### config.mk
export PLATFORM = sky130hd
export DESIGN_NAME = staged_unlock_ctrl
export DESIGN_NICKNAME = d
export VERILOG_FILES = /design/src/rtl/unlock_pkg.sv /design/src/rtl/unlock_key_match.sv /design/src/rtl/unlock_sequencer.sv /design/src/rtl/unlock_word_bank.sv /design/src/rtl/staged_unlock_ctrl.sv
export SDC_FILE = /design/constraint.sdc
export NUM_CORES = 1
export LEC_CHECK = 0
export CORE_MARGIN = 2
export CORE_UTILIZATION = 45
export DETAILED_ROUTE_END_ITERATION = 16
export PLACE_DENSITY_LB_ADDON = 0.25
export SETUP_SLACK_MARGIN = 0.15
export SKIP_LAST_GASP = 1
export SLEW_MARGIN = 15
export SYNTH_ARGS = -nofsm -noshare
export SYNTH_HDL_FRONTEND = slang
export SYNTH_HIERARCHICAL = 1
export SYNTH_SLANG_ARGS = --single-unit
### constraint.sdc
create_clock -name clk_i -period 2.3 [get_ports clk_i]
set_clock_uncertainty 0.15 [all_clocks]
set_input_delay 0.46 -clock clk_i [delete_from_list [all_inputs] [get_ports clk_i]]
set_output_delay 0.46 -clock clk_i [all_outputs]
set_load 0.02 [all_outputs]
### src/rtl/unlock_pkg.sv
package unlock_pkg;
    typedef enum logic [1:0] {
        SEQ_IDLE = 2'd0,
        SEQ_RUN  = 2'd1,
        SEQ_DONE = 2'd2
    } seq_phase_e;
endpackage

### src/rtl/unlock_key_match.sv
module unlock_key_match #(
    parameter int KEY_W = 10,
    parameter int N_PAT = 3,
    parameter logic [N_PAT*KEY_W-1:0] ARM_KEYS = '0
) (
    input  logic             clk_i,
    input  logic             rst_ni,
    input  logic [KEY_W-1:0] key_i,
    output logic             hit_o
);
    localparam int IDX_W = (N_PAT > 1) ? $clog2(N_PAT) : 1;

    typedef struct packed {
        logic [IDX_W-1:0] idx;
    } match_t;

    match_t st_d, st_q;
    logic [KEY_W-1:0] want;

    always_comb begin
        st_d  = st_q;
        hit_o = 1'b0;
        want  = ARM_KEYS[st_q.idx*KEY_W +: KEY_W];
        if (key_i == want) begin
            if (st_q.idx == IDX_W'(N_PAT - 1)) begin
                hit_o      = 1'b1;
                st_d.idx   = '0;
            end else begin
                st_d.idx   = st_q.idx + 1'b1;
            end
        end else begin
            st_d.idx = '0;
        end
    end

    always_ff @(posedge clk_i) begin
        if (!rst_ni) st_q <= '0;
        else         st_q <= st_d;
    end
endmodule

### src/rtl/unlock_sequencer.sv
module unlock_sequencer
    import unlock_pkg::*;
#(
    parameter int N_GRP     = 3,
    parameter int SLOTS     = 3,
    parameter int ADDR_W    = 4,
    parameter int CHAL_W    = 5,
    parameter int CHAL_BASE = 9
) (
    input  logic              clk_i,
    input  logic              rst_ni,
    input  logic              start_i,
    output logic              run_o,
    output logic              done_o,
    output logic [ADDR_W-1:0] step_o,
    output logic [CHAL_W-1:0] chal_o,
    output logic [$clog2(SLOTS)-1:0] slot_o,
    output logic [$clog2(N_GRP)-1:0] grp_o
);
    localparam int SLOT_W = $clog2(SLOTS);
    localparam int GRP_W  = $clog2(N_GRP);

    typedef struct packed {
        seq_phase_e        ph;
        logic [ADDR_W-1:0] step;
        logic [SLOT_W-1:0] slot;
        logic [GRP_W-1:0]  grp;
    } seq_t;

    seq_t st_d, st_q;
    logic last_step;

    always_comb begin
        st_d      = st_q;
        last_step = (st_q.slot == SLOT_W'(SLOTS - 1)) && (st_q.grp == GRP_W'(N_GRP - 1));
        unique case (st_q.ph)
            SEQ_IDLE: begin
                if (start_i) begin
                    st_d.ph   = SEQ_RUN;
                    st_d.step = '0;
                    st_d.slot = '0;
                    st_d.grp  = '0;
                end
            end
            SEQ_RUN: begin
                if (last_step) begin
                    st_d.ph   = SEQ_DONE;
                    st_d.step = '0;
                    st_d.slot = '0;
                    st_d.grp  = '0;
                end else begin
                    st_d.step = st_q.step + 1'b1;
                    if (st_q.slot == SLOT_W'(SLOTS - 1)) begin
                        st_d.slot = '0;
                        st_d.grp  = st_q.grp + 1'b1;
                    end else begin
                        st_d.slot = st_q.slot + 1'b1;
                    end
                end
            end
            default: st_d = st_q;
        endcase
    end

    always_ff @(posedge clk_i) begin
        if (!rst_ni) st_q <= '{ph: SEQ_IDLE, step: '0, slot: '0, grp: '0};
        else         st_q <= st_d;
    end

    assign run_o  = (st_q.ph == SEQ_RUN);
    assign done_o = (st_q.ph == SEQ_DONE);
    assign step_o = st_q.step;
    assign slot_o = st_q.slot;
    assign grp_o  = st_q.grp;
    assign chal_o = CHAL_W'(CHAL_BASE) + CHAL_W'(st_q.step);
endmodule

### src/rtl/unlock_word_bank.sv
module unlock_word_bank #(
    parameter int N_GRP = 3,
    parameter int SLOTS = 3,
    parameter int RW    = 2
) (
    input  logic                     clk_i,
    input  logic                     rst_ni,
    input  logic                     run_i,
    input  logic [$clog2(SLOTS)-1:0] slot_i,
    input  logic [$clog2(N_GRP)-1:0] grp_i,
    input  logic [RW-1:0]            stored_i,
    input  logic [RW-1:0]            resp_i,
    output logic [N_GRP*SLOTS*RW-1:0] words_o
);
    localparam int GW     = SLOTS * RW;
    localparam int SLOT_W = $clog2(SLOTS);
    localparam int GRP_W  = $clog2(N_GRP);

    typedef struct packed {
        logic [GW-1:0]       acc;
        logic [N_GRP*GW-1:0] words;
    } bank_t;

    bank_t st_d, st_q;
    logic [RW-1:0] pair;
    logic [GW-1:0] full;
    logic          close_grp;
    logic [N_GRP-1:0] load;

    generate
        for (genvar g = 0; g < N_GRP; g++) begin : g_load
            assign load[g] = run_i && close_grp && (grp_i == GRP_W'(g));
        end
    endgenerate

    always_comb begin
        st_d      = st_q;
        pair      = stored_i ^ resp_i;
        full      = st_q.acc;
        full[slot_i*RW +: RW] = pair;
        close_grp = (slot_i == SLOT_W'(SLOTS - 1));
        if (run_i) st_d.acc = full;
        for (int g = 0; g < N_GRP; g++) begin
            if (load[g]) st_d.words[g*GW +: GW] = full;
        end
    end

    always_ff @(posedge clk_i) begin
        if (!rst_ni) st_q <= '0;
        else         st_q <= st_d;
    end

    assign words_o = st_q.words;
endmodule

### src/rtl/staged_unlock_ctrl.sv
module staged_unlock_ctrl #(
    parameter int KEY_W     = 10,
    parameter int N_PAT     = 3,
    parameter logic [N_PAT*KEY_W-1:0] ARM_KEYS = {10'h3C3, 10'h13C, 10'h2A5},
    parameter int N_GRP     = 3,
    parameter int SLOTS     = 3,
    parameter int RW        = 2,
    parameter int CHAL_W    = 5,
    parameter int CHAL_BASE = 9,
    parameter int ADDR_W    = $clog2(N_GRP * SLOTS)
) (
    input  logic                      clk_i,
    input  logic                      rst_ni,
    input  logic [KEY_W-1:0]          key_i,
    output logic [ADDR_W-1:0]         rom_addr_o,
    input  logic [RW-1:0]             rom_bits_i,
    output logic [CHAL_W-1:0]         chal_o,
    input  logic [RW-1:0]             resp_i,
    output logic [N_GRP*SLOTS*RW-1:0] grp_en_o,
    output logic                      done_o
);
    localparam int SLOT_W = $clog2(SLOTS);
    localparam int GRP_W  = $clog2(N_GRP);

    logic              armed;
    logic              run;
    logic [SLOT_W-1:0] slot;
    logic [GRP_W-1:0]  grp;

    unlock_key_match #(
        .KEY_W(KEY_W), .N_PAT(N_PAT), .ARM_KEYS(ARM_KEYS)
    ) u_match (
        .clk_i(clk_i), .rst_ni(rst_ni), .key_i(key_i), .hit_o(armed)
    );

    unlock_sequencer #(
        .N_GRP(N_GRP), .SLOTS(SLOTS), .ADDR_W(ADDR_W),
        .CHAL_W(CHAL_W), .CHAL_BASE(CHAL_BASE)
    ) u_seq (
        .clk_i(clk_i), .rst_ni(rst_ni), .start_i(armed),
        .run_o(run), .done_o(done_o), .step_o(rom_addr_o),
        .chal_o(chal_o), .slot_o(slot), .grp_o(grp)
    );

    unlock_word_bank #(
        .N_GRP(N_GRP), .SLOTS(SLOTS), .RW(RW)
    ) u_bank (
        .clk_i(clk_i), .rst_ni(rst_ni), .run_i(run),
        .slot_i(slot), .grp_i(grp),
        .stored_i(rom_bits_i), .resp_i(resp_i),
        .words_o(grp_en_o)
    );
endmodule

* Yosys cells after proc, flatten, opt, wreduce, memory -nomap -nowiden
Cells that the tools add are included.
** Word-level totals
- Register bits after elaboration :: 36
- Latch bits :: 0
- Memory bits (writable) :: 0
- ROM bits :: 0
- Input bits :: 16
- Output and inout port bits :: 28
- Word-level logic and storage cells :: 53
- Memories kept :: 0
** Cells by class
- Add/sub/neg operators :: 6
- Multipliers :: 1
- Div/mod/pow operators :: 0
- $lt $le $gt $ge :: 0
- Equality and inequality tests :: 10
- Shift-type cells :: 3
- Mux-type cells :: 9
- Bitwise gates (word level) :: 3
- Reductions and logical operators :: 12
** Operators with widths (number)
- negation 3 -> 34 bit :: 1
- variable shift 2 x 34 -> 6 bit, first input constant :: 1
- variable part select 2 x 34 -> 6 bit :: 1
- variable part select 30 x 7 -> 10 bit, first input constant :: 1
- case mux 10 bit (2 select lines) :: 1
- == test 10 bit :: 1
- 2-to-1 mux 10 bit :: 1
- == test 2 bit, second input constant :: 4
- 2-to-1 mux 8 bit :: 1
- adder 2 x 1 -> 2 bit, second input constant :: 3
- bitwise mux 6 bit :: 1
- 2-to-1 mux 2 bit :: 3
- AND reduction 3 bit :: 2
- adder 4 x 4 -> 5 bit, first input constant :: 1
- logical AND 1 bit :: 5
- multiplier 2 x 3 -> 5 bit, second input constant :: 1
- adder 4 x 1 -> 4 bit, second input constant :: 1
- == test 2 x 1 -> 1 bit, second input constant :: 2
- zero test 2 bit :: 2
- inequality test 2 bit, second input constant :: 2
- inequality test 3 bit, second input constant :: 1
- OR reduction 3 bit :: 1
- 2-to-1 mux 1 bit :: 2
- NOT 1 bit :: 2
- other kinds (3) :: 3

* Depth between registers and ports, before layout
- Depth in word-level cells :: 6
- Mapped depth :: 8
- Gate-level depth less buffers :: 8

* Cells and area by module
Netlist, hierarchy kept.
** Modules (own cells, without submodules)
- unlock_word_bank :: instances 1, cells each 122, area an instance 1106.1 µm², seq. area each 440.4 µm²
- unlock_sequencer :: instances 1, cells each 64, area an instance 580.6 µm², seq. area each 200.2 µm²
- unlock_key_match :: instances 1, cells each 25, area an instance 207.7 µm², seq. area each 40.0 µm²

* Worst setup path after synthesis
OpenSTA, ideal clock, no wires.
- Kind :: in2reg
- From :: input key_i[2]
- To :: register u_seq.st_q, in the netlist u_seq/grp_o[0]
- Library setup time :: 0.072 ns
- Arrival :: 1.922 ns
- Required time :: 2.078 ns
- Path slack :: 0.156 ns
- Cell stages on the path :: 6
- Buffers on the path :: 0
- Cells stage by stage :: or3b_1 -> a221o_1 -> nor3_1 -> nand2b_1 -> a21oi_1 -> mux2i_1
** Between the ends
- Word-level cells in the longest chain between the ends :: 4
** RTL lines
- start, declared :: RTL line staged_unlock_ctrl.sv:14 : input logic [KEY_W-1:0] key_i,
- == test 10 bit :: RTL line unlock_key_match.sv:24 : if (key_i == want) begin
- 2-to-1 mux 1 bit :: RTL line unlock_key_match.sv:24
- via armed :: RTL line staged_unlock_ctrl.sv:25 : logic armed;
- inequality test 2 bit (no line)
- AND reduction 3 bit (no line)
- end signal, assigned :: RTL line unlock_sequencer.sv:66 : if (!rst_ni) st_q <= '{ph: SEQ_IDLE, step: '0, slot: '0, grp: '0};
- end signal, assigned :: RTL line unlock_sequencer.sv:67 : else st_q <= st_d;
- end, declared :: RTL line unlock_sequencer.sv:30 : seq_t st_d, st_q;
The timed path passes the listed nets, and every way through them passes these cells.
A chain may end at the register's enable or synchronous reset.

* Worst setup path after layout
- From :: input key_i[7]
- To :: register u_seq.st_q, in the netlist u_seq/grp_o[0]
The elaborated chain is that of the path after synthesis.

==> flow_metrics.tcl <==
set metrics [dict create \
    slew_violations 0 \
    worstSkewPairLatency_ps 290 \
    initial_core_util_pct 47.02 \
    grt_pass1_wl_um 6106 \
    synth_fp_nets 236 \
    grt_max_degree 24 \
    num-fill-cells 379 \
    grt_busiest_layer "met2" \
    cts.sinks 34 \
    grt_use_met3_pct 4.545 \
    root_buffer "clkbuf_8" \
    power.density_nw_per_um2 475.5 \
    timing.hold.ws_ps 314.8 \
    crit_chain "clkdlybuf4s50_1, o21ai_0, a221o_1, nor3_4, nand2b_1, a21oi_2, mux2i_1" \
    syn-cell-area_um2 1894 \
    seqCellArea_um2 685.7 \
    cts_made_buffers 5 \
    synth_seq_area_share_pct 35.93 \
    cts.path.max_buffers 2 \
    post_cts_buffers 0 \
    hold_viol 0 \
    synth_top_cell_by_area "dfxtp_1" \
    fin_crit_ps 2129 \
    async_reset_ff_share_pct 0 \
    vias_per_cell 5.309 \
    port_buffers 43 \
    cp_data_arrival_time_ps 2190 \
    cpPeakStageDelay_ps 490 \
    dr.pass1.iters 4 \
    layout-drive-gt1-share_pct 14.89 \
    cp_top_family "compound AO/OA/AOI/OAI gates" \
    avgSynthCellArea_um2 8.978 \
    crit_buf_inv 1 \
    leakagePower_nw 0.8851 \
    antenna_found_initial 0 \
    htree_num_levels 2 \
    path_class "input port to register" \
    multi_input_area_um2 994.7 \
    setup_viol 0 \
    relSlewSlack_pct 73.82 \
    ir_worst_vdd_uv 258.8 \
    maxCapViolCount 0 \
    synthCells 211 \
    worst_pin_slew_ps 387.2 \
    startpoint "key_i[7]" \
    place.gp.congestion 0.6990 \
    yosysUniqueCellTypes 48 \
    post-dp-hpwl_um 2619 \
    dpl_cell_area_um2 2197 \
    crit_path_start_kind "input port" \
    fin_nets 259 \
    timing.final.crit_share_pct 92.58 \
    rows 23 \
    fin_area_um2 2344 \
    r2r-start "u_match/st_q[1]" \
    min_path_type "register to register" \
    yosys_warnings 6 \
    wirelength_um 3811 \
    yosys_most_used_dff "dfxtp_1" \
    rsz0062_at_grt "true" \
    drc_errors 0 \
    cts_tree "done" \
    floorplan.die.width_um 68.88 \
    cp_slowest_cell "clkdlybuf4s50_1" \
    die_h_um 68.88 \
    postRouteAntennaNets 0 \
    outcome "finished, final reports clean" \
    synth_top_cell_area_share_pct 35.93 \
    endpoint_kind "register" \
    wire_per_inst_um 13.37 \
    antennaDiodeCount 0 \
    first_global_vias 1381 \
    cts.clk_slew.worst_paths_ps 70 \
    synth_edf_count 0 \
    grt_use_met1_pct 21.08 \
    areaGrowthSynthToFinish_pct 23.71 \
    critPathMaxFanout 3 \
    synth.area.top_cells "dfxtp_1 (36%), buf_4 (11%), ha_1 (5.9%)" \
    critical_path_required_ps 2360 \
    max_freq_ghz 0.4696 \
    use_met2_pct 28.49 \
    dieArea_um2 4744 \
    vias 1513 \
    dr.first_iter.drc_count 88 \
    coreArea_um2 4029 \
    cts_hold_buf 0 \
    min_from "u_bank/st_q[20]" \
    io_pins 44 \
    grtUsageTotal_pct 17.29 \
    power_mw 1.114 \
    grt.overflow.total 0 \
    ys_ff_latch 34 \
]
flip-flops by register name (all words and copies together) (netlist names):
name            count
u_match/st_q        2
u_seq/slot_o        2
u_bank/st_q         4
u_seq/step_o        4
u_seq/st_q          2
u_bank/words_o     18
u_seq/grp_o         2
where the power goes:
part / total, mW / switching, mW / internal, mW
registers: 0.587 / 0.0000147 / 0.587
logic: 0.0692 / 0.0312 / 0.0380
clock network: 0.458 / 0.218 / 0.240
total: 1.11 / 0.249 / 0.866
worst register-to-register path, delay by kind of cell (launching register included):
| kind | cells | cell delay, ps |
|---|---|---|
| flops | 1 | 380 |
| simple gates | 3 | 730 |
| compound gates | 2 | 590 |
| mux | 1 | 210 |
metal layers:
layer | vias to the layer above | part of all wire (%)
met3 | 4 | 4.7
met1 | 703 | 45
li1 | 772 | -
met4 | 0 | 1.0
met5 | - | 0
met2 | 34 | 49
synthesized netlist by cell type, drive strengths merged, types with 2 or more instances:
library cell and instances:
a21boi 6, a21oi 18, a32oi 5, and2b 3, and4b 2, and4bb 3
buf 31, clkbuf 3, dfxtp 34, ha 9, inv 6, mux2i 2
nand2 16, nand2b 3, nand3 6, nand3b 3, nand4 4, nand4b 2
nor2 2, nor2b 10, nor3 4, nor3b 2, o21ai 15, o22ai 5
xor2 4
per-stage QoR:
stage          std cells  util (%)  worst slack, ps  TNS, ps
2_1_floorplan        211         -            155.9        0
3_3_place_gp         277     54.53           -405.2    -2968
3_5_place_dp         277     54.53           -421.4    -3149
4_1_cts              285     57.08            131.2        0
5_1_grt              285     58.17            76.50        0
6_report             285     58.17            170.6        0
layout by cell type, fill, tap and decap left out, types with 2 or more instances in the layout:
master and instances:
clkdlybuf4s50_1 37, dfxtp_1 32, a21oi_1 16, nand2_1 16, o21ai_0 14, nor2b_1 9, buf_4 7, ha_1 7
clkbuf_8 6, nand3_1 6, a32oi_1 5, inv_1 4, nand4_1 4, o22ai_1 4, a21boi_1 4, xor2_1 3
nand2b_1 3, nand3b_1 3, nor3_1 3, clkdlybuf4s15_1 2, dlygate4sd2_1 2, and4b_1 2, and2b_2 2, a21boi_0 2
and4bb_1 2, inv_4 2, nand4b_1 2, a21oi_2 2, mux2i_1 2, nor2_1 2
logic make-up after synthesis:
kind of cell	count (synthesis)	share of synthesized area, %
AND/OR/NAND/NOR	67	22.92
AO/OA/AOI/OAI	55	17.90
buffers and inverters	40	14.00
flip-flops	34	35.93
adder cells (fa/ha/maj)	9	5.945
XOR/XNOR	4	2.246
multiplexers	2	1.057
worst paths after layout:
path,to,depth (start not counted),slack (ps)
max reg2reg,u_seq/grp_o[0],6,190
min reg2reg,u_bank/st_q[20],2,310
max,u_seq/grp_o[0],7,170
min,u_bank/st_q[20],2,310
cell type report:
class                           count  share of cell area, %
Inverter                            6                  1.175
Clock inverter                      2                 0.5339
Timing Repair Buffer               50                  20.40
Tap cell                           50                  2.670
Clock buffer                        6                  3.524
Multi-Input combinational cell    137                  42.45
Sequential cell                    34                  29.26
repair_timing:
action | in CTS | in global routing
hold endpoints to repair | 0 | 0
pin swaps | 4 | 4
resized for setup | 9 | 16
endpoints found under the setup margin | 12 | 8
No activity file was read; power rests on OpenSTA's default activity.
